**config.mk**
```make
export PLATFORM = sky130hd
export DESIGN_NAME = rd_burst_seq
export DESIGN_NICKNAME = d
export VERILOG_FILES = /design/src/rtl/ddr2_rdseq_pkg.sv /design/src/rtl/rd_cmd_decode.sv /design/src/rtl/rd_burst_gen.sv /design/src/rtl/rd_lat_pipe.sv /design/src/rtl/rd_burst_seq.sv
export SDC_FILE = /design/constraint.sdc
export NUM_CORES = 1
export LEC_CHECK = 0
export BUFFER_PORTS_ARGS = -buffer_cell sky130_fd_sc_hd__buf_2
export CORE_UTILIZATION = 40
export DETAILED_ROUTE_END_ITERATION = 10
export GPL_TIMING_DRIVEN = 0
export PLACE_DENSITY = 0.7
export SKIP_CTS_REPAIR_TIMING = 1
export SLEW_MARGIN = 20
export SYNTH_ARGS = -nofsm -noshare
export SYNTH_HDL_FRONTEND = slang
export SYNTH_SLANG_ARGS = --single-unit
```
**constraint.sdc**
```tcl
create_clock -name clk -period 1.7 [get_ports clk]
set_input_delay 0.17 -clock clk [delete_from_list [all_inputs] [get_ports clk]]
set_output_delay 0.17 -clock clk [all_outputs]
set_load 0.01 [all_outputs]
```
**src/rtl/ddr2_rdseq_pkg.sv**
```systemverilog
package ddr2_rdseq_pkg;

    // column / beat value width shared by the read data path
    parameter int unsigned RD_COL_W = 10;

    typedef logic [RD_COL_W-1:0] col_t;

    typedef enum logic [1:0] {
        CMD_NOP   = 2'b00,
        CMD_RD    = 2'b01,
        CMD_RDA   = 2'b10,
        CMD_OTHER = 2'b11
    } cmd_kind_e;

    // one bus cycle worth of data: two beats plus a valid flag
    typedef struct packed {
        logic vld;
        col_t ev;
        col_t od;
    } beat_pair_t;

    localparam int unsigned PAIRS_LONG  = 4;
    localparam int unsigned PAIRS_SHORT = 2;

    function automatic logic [2:0] pairs_for(input logic long_burst);
        return long_burst ? 3'(PAIRS_LONG) : 3'(PAIRS_SHORT);
    endfunction

    // beat value for pair number idx, lane odd_lane
    function automatic col_t beat_of(input col_t base, input logic [1:0] idx,
                                     input logic odd_lane);
        return base + RD_COL_W'({idx, odd_lane});
    endfunction

endpackage

```
**src/rtl/rd_cmd_decode.sv**
```systemverilog
module rd_cmd_decode
    import ddr2_rdseq_pkg::*;
(
    input  logic       cmd_valid,
    input  logic [1:0] cmd_kind,
    output logic       is_read,
    output logic       is_ap
);
    cmd_kind_e kind;

    always_comb begin
        kind    = cmd_kind_e'(cmd_kind);
        is_read = cmd_valid && (kind == CMD_RD || kind == CMD_RDA);
        is_ap   = (kind == CMD_RDA);
    end
endmodule

```
**src/rtl/rd_burst_gen.sv**
```systemverilog
module rd_burst_gen
    import ddr2_rdseq_pkg::*;
(
    input  logic       clk,
    input  logic       rst,
    input  logic       is_read,
    input  logic       is_ap,
    input  col_t       col,
    input  logic       mode_bl8,
    output logic       accept,
    output beat_pair_t pair_o
);
    col_t       base_q;
    logic [1:0] idx_q;
    logic [2:0] remain_q;
    logic       ap_q;
    logic       long_q;
    logic       can_cut;

    // a running burst may be cut only at its two-clock point, long, no auto-precharge
    always_comb begin
        can_cut = (remain_q == 3'd2) && long_q && !ap_q;
        accept  = is_read && ((remain_q == 3'd0) || can_cut);
    end

    always_ff @(posedge clk) begin
        if (rst) begin
            base_q   <= '0;
            idx_q    <= '0;
            remain_q <= '0;
            ap_q     <= 1'b0;
            long_q   <= 1'b0;
            pair_o   <= '0;
        end else if (accept) begin
            base_q   <= col;
            idx_q    <= 2'd1;
            remain_q <= pairs_for(mode_bl8) - 3'd1;
            ap_q     <= is_ap;
            long_q   <= mode_bl8;
            pair_o   <= '{vld: 1'b1, ev: beat_of(col, 2'd0, 1'b0),
                          od: beat_of(col, 2'd0, 1'b1)};
        end else if (remain_q != 3'd0) begin
            idx_q    <= idx_q + 2'd1;
            remain_q <= remain_q - 3'd1;
            pair_o   <= '{vld: 1'b1, ev: beat_of(base_q, idx_q, 1'b0),
                          od: beat_of(base_q, idx_q, 1'b1)};
        end else begin
            pair_o   <= '0;
        end
    end
endmodule

```
**src/rtl/rd_lat_pipe.sv**
```systemverilog
module rd_lat_pipe
    import ddr2_rdseq_pkg::*;
#(
    parameter int unsigned DEPTH = 3
) (
    input  logic       clk,
    input  logic       rst,
    input  beat_pair_t din,
    output beat_pair_t dout
);
    beat_pair_t st [DEPTH];

    for (genvar i = 0; i < DEPTH; i++) begin : g_stage
        if (i == 0) begin : g_head
            always_ff @(posedge clk) begin
                if (rst) st[i] <= '0;
                else     st[i] <= din;
            end
        end else begin : g_body
            always_ff @(posedge clk) begin
                if (rst) st[i] <= '0;
                else     st[i] <= st[i-1];
            end
        end
    end

    assign dout = st[DEPTH-1];
endmodule

```
**src/rtl/rd_burst_seq.sv**
```systemverilog
module rd_burst_seq
    import ddr2_rdseq_pkg::*;
#(
    parameter int unsigned CAS_LAT = 3,
    parameter int unsigned ADD_LAT = 0
) (
    input  logic                clk,
    input  logic                rst,
    input  logic                cmd_valid,
    input  logic [1:0]          cmd_kind,
    input  logic [RD_COL_W-1:0] col_addr,
    input  logic                mode_bl8,
    output logic                dq_valid,
    output logic [RD_COL_W-1:0] dq_even,
    output logic [RD_COL_W-1:0] dq_odd
);
    localparam int unsigned RD_LAT = CAS_LAT + ADD_LAT;

    logic       rd_hit;
    logic       rd_ap;
    logic       acc;
    beat_pair_t gen_pair;
    beat_pair_t out_pair;

    rd_cmd_decode u_dec (
        .cmd_valid (cmd_valid),
        .cmd_kind  (cmd_kind),
        .is_read   (rd_hit),
        .is_ap     (rd_ap)
    );

    rd_burst_gen u_gen (
        .clk      (clk),
        .rst      (rst),
        .is_read  (rd_hit),
        .is_ap    (rd_ap),
        .col      (col_addr),
        .mode_bl8 (mode_bl8),
        .accept   (acc),
        .pair_o   (gen_pair)
    );

    rd_lat_pipe #(.DEPTH(RD_LAT)) u_pipe (
        .clk  (clk),
        .rst  (rst),
        .din  (gen_pair),
        .dout (out_pair)
    );

    assign dq_valid = out_pair.vld;
    assign dq_even  = out_pair.ev;
    assign dq_odd   = out_pair.od;
endmodule

```
==> out/qor.txt <==
Total GRT Usage = 14.2%
fin crit period = 1.68 ns
Setup Skew = 0.0103 ns
Top FF cell, synth = dfxtp_1
CTS tree = done
Hold Crit Class = input port to flop
vias per cell = 4.56
crit start category = flop
Cells after Synth = 344
Final Cell Area = 0.00413 mm²
Mapped Nets = 367
final wirelength = 5.83 mm
Post-Syn Area = 0.00351 mm²
status = complete, no violations
total CTS buffers = 9
crit share post-route = 98.7%
die height = 95.6 µm
Setup TNS = 0 ns
MaxCap Viol Count = 0
vias = 2303
Clock Pin Slew Worst Setup and Hold Paths = 0.10 ns
final hold violations = 0
xor/xnor share of the synthesized area = 5.74%
crit-path max cell delay = 0.38 ns
Adder-Cell Fraction of Synth Area = 2.93%
Hold WS = 0.0838 ns
DR iter-0 viols = 71
nets@finish = 418
vias in the first global route = 2236
Starting Density = 42.0%
IO Port Bufs = 35
# setup viols final = 0
Seq/Total Area, Yosys = 57.7%
overall die width = 95.6 µm
final HPWL from detailed placement = 4.09 mm
root buffer cell = clkbuf_8
Async SR Flop Fraction = 0%
Worst setup EP type = flop
number of synthesized register bits = 101
row count = 33
DRT antenna net count = 0
Pins Over Slew Limit = 0
Synth Area in Compound Gates = 8.60%
share of cells above drive strength 1 = 19.3%
GP Congestion = 0.894
CP delay by family, top = adder cells
Peak Freq = 0.596 GHz
worst vdd ir = 537 µV
Routed WL per cell = 11.5 µm
YS warnings = 0
relative slew slack = 66.5%
Synth Area in Simple Gates = 20.9%
core area = 0.00834 mm²
ant diodes = 0
Arrival @ worst endpoint = 1.92 ns
P_leak = 0.00158 µW
Worst path slowest cell = dfxtp_4
crit-path cells = ha_4, inv_2, fa_2, buf_6, a211oi_2, xnor2_1, o22ai_1
RSZ-0062 raised after global routing = true
critical path fanouts, max = 5
initial antenna violation count = 0
die area = 0.00915 mm²
Residual DRC = 0
Pwr per Cell Area = 1270 mW/mm²
largest net degree at the start of global routing = 20
multiplexer area fraction after synthesis = 0.285%
WS Path Type = flop to flop
slew at the pin closest to its max-slew limit = 0.503 ns
Pre-antenna DRT Iters = 4
largest family of logic cells by synthesized area = simple AND/OR/NAND/NOR gates
Clock Latency Late Sink = 0.36 ns
Buf+Inv Stages, Crit Path = 2
Yosys cell types = 35
synthesized area per cell = 10.2 µm²
Longest Clk Path Bufs = 2
first-pass GRT wire length = 9.72 mm
Clock Sinks = 101
H-Tree Level Count = 3
Post-synth EDFFs = 0
io pins = 37
CP required = 1.94 ns
Placement Cell Area = 0.00381 mm²
total gr overflow = 0
Syn-to-layout area delta = 17.9%
-- tightest hold or removal path: cells and delay by family --
kind                   cells  cell delay (ns)
buffers and inverters      1             0.12
and+or+nand+nor            1             0.06
AOI/OAI and AO/OA          1             0.05
-- flip-flops by register name, indices dropped and copies added (netlist names) --
signal,flops
u_gen.ap_q,1
u_gen.base_q,10
u_gen.idx_q,2
u_gen.long_q,1
u_gen.pair_o,21
u_gen.remain_q,3
u_pipe.st,63
-- through the flow --
step	util (%)	instances	setup WS (ns)	power, µW
2_1_floorplan	-	344	-0.0437	3450
3_3_place_gp	45.7	484	-0.215	3640
3_5_place_dp	45.7	484	-0.233	3670
4_1_cts	48.3	500	-0.288	5240
5_1_grt	49.6	505	-0.0233	5570
6_report	49.6	505	0.0218	5270
-- path summary, 6_finish.rpt --
check,start,end,slack [ns],cells past startpoint
hold reg to reg,u_gen.pair_o[7],u_pipe.st[0][7],0.43,1
setup reg to reg,u_gen.base_q[1],u_gen.pair_o[7],0.02,7
hold / removal,col_addr[9],u_gen.base_q[9],0.08,3
setup / recovery,u_gen.base_q[1],u_gen.pair_o[7],0.02,7
-- layout by cell type (no fill, tap or decap), types with 2 or more instances in the layout --
master and instances:
a211oi_2 2, a21oi_1 20, nor2_1 10, nand3_1 8, clkbuf_1 12, o22ai_1 6
buf_2 37, xor2_1 2, o211ai_1 3, buf_6 3, buf_4 5, o21a_1 2
xnor2_1 21, dfxtp_4 2, dfxtp_1 99, or3_1 2, inv_1 11, clkbuf_8 9
nand2b_1 2, nor3_1 7, nor2b_1 64, nand2_1 30, ha_1 4, clkbuf_2 2
nand4_1 2, o2bb2ai_1 7, nor3_2 2, inv_6 2
-- report_power, final --
part           internal [µW]  switching, µW
clock network            716            854
registers               2630            123
logic                    429            515
total                   3770           1490
-- cells by family after synthesis --
| family | Yosys count |
|---|---|
| AO/OA/AOI/OAI | 47 |
| multiplexers | 1 |
| AND/OR/NAND/NOR | 134 |
| flip-flops | 101 |
| adder cells (fa/ha/maj) | 7 |
| buffers and inverters | 31 |
| XOR/XNOR | 23 |
-- layer usage --
| metal | wire [µm] | vias up | track usage [%] |
|---|---|---|---|
| li1 | - | 1217 | - |
| met1 | 2520 | 1017 | 14.9 |
| met2 | 2930 | 52 | 24.9 |
| met3 | 203 | 17 | 4.23 |
| met4 | 179 | 0 | 8.71 |
| met5 | 0 | - | 0 |
-- cell type report --
cell class              instances  area, µm²
fillers                       784       4210
flip-flops and latches        101       2030
multi-input cells             212       1400
repair buffers                 41        221
well taps                     105        131
clock buffers                   9        124
clock inverters                 7       91.3
plain buffers                  18       90.1
inverters                      12       45.0
-- cell usage after synthesis (3+ instances only) --
master     instances  area share [%]
nor2_1            11             1.2
ha_1               5             1.8
xnor2_1           21             5.2
nand2_1           30             3.2
nor3_1             9             1.3
dfxtp_1          101              58
o211ai_1           3            0.64
o2bb2ai_1          7             1.7
a211oi_1           3            0.64
nand3_1            9             1.3
clkbuf_1          14             1.5
a21oi_1           21             3.0
o22ai_1            6             1.1
nor2b_1           64              11
inv_1             12             1.3
(Power assumes the default switching activity.)
